### src/rtl/irqc_pkg.sv
package irqc_pkg;
  localparam int BYTE_W = 8;
  typedef logic [BYTE_W-1:0] byte_t;
endpackage

### src/rtl/irqc_src_reg.sv
// Samples the level request lines once per clock; nothing is held beyond one cycle.
module irqc_src_reg #(
  parameter int N = 16
) (
  input  logic         clk,
  input  logic         rst_n,
  input  logic [N-1:0] req_i,
  output logic [N-1:0] src_o
);
  always_ff @(posedge clk or negedge rst_n) begin
    if (!rst_n) src_o <= '0;
    else        src_o <= req_i;
  end
endmodule

### src/rtl/irqc_mask_bank.sv
// Enable mask built from byte lanes, each lane written at its own offset.
module irqc_mask_bank
  import irqc_pkg::*;
#(
  parameter int N      = 16,
  parameter int ADDR_W = 12,
  parameter int BASE   = 2
) (
  input  logic              clk,
  input  logic              rst_n,
  input  logic              wr_en_i,
  input  logic [ADDR_W-1:0] addr_i,
  input  byte_t             wdata_i,
  output logic [N-1:0]      mask_o
);
  localparam int LANES = N / BYTE_W;

  for (genvar b = 0; b < LANES; b++) begin : g_lane
    logic hit;
    assign hit = wr_en_i && (addr_i == ADDR_W'(BASE + b));
    always_ff @(posedge clk or negedge rst_n) begin
      if (!rst_n)   mask_o[b*BYTE_W +: BYTE_W] <= '0;
      else if (hit) mask_o[b*BYTE_W +: BYTE_W] <= wdata_i;
    end
  end
endmodule

### src/rtl/irqc_prio_enc.sv
// Lowest set index wins; output is the scaled dispatch value, 0 if none.
module irqc_prio_enc
  import irqc_pkg::*;
#(
  parameter int N     = 16,
  parameter int SHIFT = 2
) (
  input  logic [N-1:0] pend_i,
  output byte_t        vec_o
);
  always_comb begin
    vec_o = '0;
    for (int i = N - 1; i >= 0; i--) begin
      if (pend_i[i]) vec_o = byte_t'((i + 1) << SHIFT);
    end
  end
endmodule

### src/rtl/vec_irq_ctrl.sv
module vec_irq_ctrl
  import irqc_pkg::*;
#(
  parameter int NUM_SRC    = 16,
  parameter int ADDR_W     = 12,
  parameter int VEC_OFFSET = 0,
  parameter int MASK_BASE  = 2,
  parameter int VEC_SHIFT  = 2
) (
  input  logic               clk,
  input  logic               rst_n,
  input  logic [NUM_SRC-1:0] req_i,
  input  logic [ADDR_W-1:0]  addr_i,
  input  logic               wr_en_i,
  input  logic               rd_en_i,
  input  logic [7:0]         wdata_i,
  output logic [7:0]         rdata_o,
  output logic               irq_o
);
  logic [NUM_SRC-1:0] src_q;
  logic [NUM_SRC-1:0] mask_q;
  logic [NUM_SRC-1:0] pend;
  byte_t              vec;
  logic               vec_rd;
  logic               irq_q;
  byte_t              rdata_q;

  irqc_src_reg #(.N(NUM_SRC)) src_i (
    .clk(clk), .rst_n(rst_n), .req_i(req_i), .src_o(src_q)
  );

  irqc_mask_bank #(.N(NUM_SRC), .ADDR_W(ADDR_W), .BASE(MASK_BASE)) mask_i (
    .clk(clk), .rst_n(rst_n), .wr_en_i(wr_en_i), .addr_i(addr_i),
    .wdata_i(wdata_i), .mask_o(mask_q)
  );

  assign pend = src_q & mask_q;

  irqc_prio_enc #(.N(NUM_SRC), .SHIFT(VEC_SHIFT)) enc_i (
    .pend_i(pend), .vec_o(vec)
  );

  assign vec_rd = rd_en_i && (addr_i == ADDR_W'(VEC_OFFSET));

  always_ff @(posedge clk or negedge rst_n) begin
    if (!rst_n) begin
      irq_q   <= 1'b0;
      rdata_q <= '0;
    end else begin
      irq_q   <= |pend;
      rdata_q <= vec_rd ? vec : '0;
    end
  end

  assign irq_o   = irq_q;
  assign rdata_o = rdata_q;
endmodule

### config.mk
export PLATFORM = sky130hd
export DESIGN_NAME = vec_irq_ctrl
export DESIGN_NICKNAME = d
export VERILOG_FILES = /design/src/rtl/irqc_pkg.sv /design/src/rtl/irqc_src_reg.sv /design/src/rtl/irqc_mask_bank.sv /design/src/rtl/irqc_prio_enc.sv /design/src/rtl/vec_irq_ctrl.sv
export SDC_FILE = /design/constraint.sdc
export NUM_CORES = 1
export LEC_CHECK = 0
export ABC_CLOCK_PERIOD_IN_PS = 4300
export BUFFER_PORTS_ARGS = -buffer_cell sky130_fd_sc_hd__buf_2
export CAP_MARGIN = 20
export CORE_ASPECT_RATIO = 1.5
export CORE_MARGIN = 10
export CORE_UTILIZATION = 30
export CTS_BUF_LIST = sky130_fd_sc_hd__clkbuf_4 sky130_fd_sc_hd__clkbuf_8 sky130_fd_sc_hd__clkbuf_16
export CTS_CLUSTER_DIAMETER = 100
export DETAILED_ROUTE_END_ITERATION = 12
export SYNTH_ARGS = -nofsm -noshare
export SYNTH_HDL_FRONTEND = slang
export SYNTH_HIERARCHICAL = 1
export SYNTH_SLANG_ARGS = --single-unit
export TNS_END_PERCENT = 10
### constraint.sdc
create_clock -name clk -period 4.3 [get_ports clk]
set_clock_uncertainty 0.05 [all_clocks]
set_input_delay 0.43 -clock clk [delete_from_list [all_inputs] [get_ports clk]]
set_output_delay 0.43 -clock clk [all_outputs]
set_load 0.01 [all_outputs]
# ---- After elaboration in Yosys (flattened, before gate mapping)
# Index checks and enable logic that the tools add are counted.
dict set report op_classes {
  n_reduce_logical 5
  n_eq_ne 2
  muxes 17
  n_bitwise 1
}
# cell count
set ops {}
lappend ops {{$mux 7} 16}
lappend ops {{$eq 12x2->1 const B} 2}
lappend ops {{$and 16x16->16} 1}
lappend ops {{$reduce_or 16->1} 1}
lappend ops {{$logic_not 12->1} 1}
lappend ops {{$mux 8} 1}
lappend ops {{$logic_and 1x1->1} 3}
dict set report word_totals {
  inputBits 40
  wordCells 30
  output_inout_bits 9
  ff_bits 41
}

# ---- Longest topological paths before layout
dict set report depth {
  depth_word 18
  ltp_mapped 6
  ltp_nobuf 6
}

# ---- Hierarchy
# The synthesis kept the hierarchy.
# mod seq_area_each_um2 area_per_inst_um2 instances cells_per_inst
set modules_own_cells {}
lappend modules_own_cells {irqc_mask_bank 400.4 674.4 1 38}
lappend modules_own_cells {vec_irq_ctrl 225.2 447.9 1 43}
lappend modules_own_cells {irqc_src_reg 400.4 400.4 1 16}
lappend modules_own_cells {irqc_prio_enc 0.0 192.7 1 35}

# ---- Worst setup path before layout
# OpenSTA, ideal clock, no wires.
dict set report synth_timing {
  path_type {flip-flop to flip-flop}
  startpoint {register src_i.src_o[6]}
  endpoint {register irq_q, in the netlist irq_o}
  path_buffers 0
  setup_ns 0.139
  required_time_ns 4.111
  arrival_ns 1.493
  path_stages_with_launch 4
  slack_ns 2.619
  period_less_slack_ns 1.681
  cell_sequence {dfrtp_1 and2_4 or4_1 or4_1}
}
dict set report synth_between {
  elab_chain_cells 2
}
# element line
set synth_lines {}
lappend synth_lines {{start: declaration} irqc_src_reg.sv:8} ;# output logic [N-1:0] src_o
lappend synth_lines {{start signal: assignment} irqc_src_reg.sv:12} ;# else src_o <= req_i;
lappend synth_lines {{$and 16x16->16} vec_irq_ctrl.sv:37} ;# assign pend = src_q & mask_q;
lappend synth_lines {{net pend[6]} vec_irq_ctrl.sv:22} ;# logic [NUM_SRC-1:0] pend;
lappend synth_lines {{$reduce_or 16->1} vec_irq_ctrl.sv:50} ;# irq_q <= |pend;
lappend synth_lines {{end signal: assignment} vec_irq_ctrl.sv:50}
lappend synth_lines {{end: declaration} vec_irq_ctrl.sv:25} ;# logic irq_q;
# The timed path passes the listed nets, and every way through them passes these cells.
# A chain may end at the register's enable or synchronous reset.

# ---- Final worst setup path
dict set report layout_timing {
  startpoint {register src_i.src_o[5]}
  endpoint {register irq_q, in the netlist irq_o}
}
# Same word-level chain as after synthesis.

==> reports/qor.csv <==
metric;value;unit
cell mode on critical path;or4_1;
H-tree levels;2;
worst-path fanout max;4;
Die Footprint;9200;um^2
max_cap viols;0;
sequential area share after synthesis;59.8;%
Synth Flop Type;dfrtp_1;
row count;33;
maximum VDD drop;176;uV
Die H;113;um
Syn-to-layout area delta;24.6;%
Crit path required time;4400;ps
All-Layer GR Usage;7.80;%
global-route wire length before repair;5610;um
share of layout cells above drive strength 1;42.5;%
Layout Nets;225;
Vias;1139;
Max Transition Viols Final;0;
min-delay worst type;in -> reg;
count leader, synth;dfrtp_1;
top cells by count, synth;41 x dfrtp_1, 24 x and2_1, 16 x mux2_2;
Syn Inst Count;132;
Residual DRC;0;
max_slew headroom;41.5;%
Layout Cells excl Fill;256;
setup tns final;0;ps
fin crit period;1790;ps
Core ar.;5490;um^2
Fillers;561;
largest net degree at the start of global routing;42;
ys async rst share;100;%
Final setup violation count;0;
PostCTS Resize Cnt;0;
fmax;559;MHz
placed cells;248;
GRT overflow;0;
post-synthesis cell type count;28;
CP Launch Type;flop;
WL/cell;13.3;um
Leak Pwr;0.00112;uW
Die Span X;81.7;um
I/O Buffers;48;
CTS buffer count;5;
initial antenna violation count;0;
Worst Path Arrival;1890;ps
worst hold margin;198;ps
Placed Area;2020;um^2
CTS sink count;41;
crit-path cells;and2_1, or4_1, or4_1;
Area contributors post-synth;dfrtp_1 60%, mux2_2 11%, and2_1 8.8%, nor4b_4 2.8%, or4_1 2.2%;
Syn Std Cell Area;1720;um^2
I/O pins;49;
P per Cell Area;349;nW/um^2
CTS tree;done;
CP endpoint kind;flop;
Syn Area/Cell;13.0;um^2
final hold viol count;0;
Yosys top cell by area;dfrtp_1;
period utilization;41.6;%
CTS Buffer Depth;2;
CP bufs+invs;0;
FF+latch count, synth;41;
Post-Route WL;3420;um
DRC marker count from the first detailed-route iteration;59;
vias in the first global route;1199;
CP delay by family, top;simple AND/OR/NAND/NOR gates;
Antenna Nets Post-Route;0;
status;complete, no violations;
postcts setup bufs;0;
Avg Vias per Cell;4.45;
Skew-Pair Late Insertion Delay;280;ps
Initial Util;31.2;%
EDFF count, synth;0;
# diodes;0;
clk root buf;clkbuf_8;
Reg clk slew, reported paths;70;ps
DR pass1 iterations;4;
Post-DP HPWL;2810;um
worst slew pin tran;877;ps
Max stage delay on crit path;530;ps
synth warn;6;
unrepaired setup endpoints after global routing;no;
Post-CTS Hold Fix Bufs;0;
GPL Wtd Cong;0.762;
design area;2140;um^2
cell with the largest stage delay on the worst path;or4_1;
critical path class;reg -> reg;
Synth top area share;59.8;%
-- final cells by class --
class | instances | area, um^2 | share of cell area [%]
sequential | 41 | 1030 | 48.0
multi-input combinational | 85 | 648 | 30.3
timing repair buffer | 48 | 240 | 11.2
inverter | 4 | 15.0 | 0.703
clock buffer | 7 | 90.1 | 4.22
tap | 70 | 87.6 | 4.10
clock inverter | 1 | 30.0 | 1.41
-- worst paths after layout --
check	from	to	slack, ps	cells after the start
max	src_i/src_o[5]	irq_o	2510	3
min	req_i[9]	src_i/src_o[9]	200	1
max reg2reg	src_i/src_o[5]	irq_o	2510	3
min reg2reg	mask_i/mask_o[2]	mask_i/mask_o[2]	450	1
max in group asynchronous	rst_n	rdata_o[2]	3430	1
min in group asynchronous	rst_n	src_i/src_o[4]	210	1
-- sequential cells by signal, summed over array words and instances (netlist names) --
| signal | cells |
|---|---|
| irq_o | 1 |
| rdata_o | 8 |
| src_i/src_o | 16 |
| mask_i/mask_o | 16 |
-- per-layer routing --
metal | share of wire (%) | track usage (%) | up-vias | wire (um)
met2 | 57 | 13.3 | 29 | 1960
met4 | 1.0 | 3.08 | 0 | 35
li1 | - | - | 566 | -
met1 | 34 | 7.89 | 540 | 1170
met5 | 0 | 0 | - | 0
met3 | 7.3 | 3.59 | 4 | 251
-- cells by family after synthesis --
logic type / after synthesis / share of synthesized area, %
compound gates: 9 / 3.35
mux: 16 / 10.5
simple gates: 57 / 23.3
flops: 41 / 59.8
other cells: 1 / 0.219
buf+inv: 8 / 2.84
-- placed cells by master, fill, tap and decap left out, drive strengths merged --
cell / instances
a2111oi: 1
a211oi: 1
a21oi: 3
and2: 25
and3: 1
and4: 2
and4b: 1
buf: 48
bufinv: 1
clkbuf: 7
conb: 3
dfrtp: 41
inv: 4
mux2: 16
nand2: 3
nand4: 1
nor2: 8
nor3: 3
nor4: 5
nor4b: 3
o21ai: 2
o31ai: 1
o41ai: 1
or4: 5
-- stage by stage --
step           util (%)  total power (uW)  worst slack (ps)
3_3_place_gp       36.7               440              2380
3_5_place_dp       36.7               441              2370
4_1_cts            38.9               761              2500
2_1_floorplan         -               411              2620
6_report           38.9               746              2510
5_1_grt            38.9               782              2450
-- power by group --
| part | internal (uW) | leakage (uW) | switching (uW) | total [uW] |
|---|---|---|---|---|
| clock | 195 | 0.0000619 | 119 | 314 |
| combinational | 17.1 | 0.000521 | 18.6 | 35.7 |
| sequential | 394 | 0.000536 | 2.13 | 396 |
Note: power is estimated with default switching activity, not from simulation.
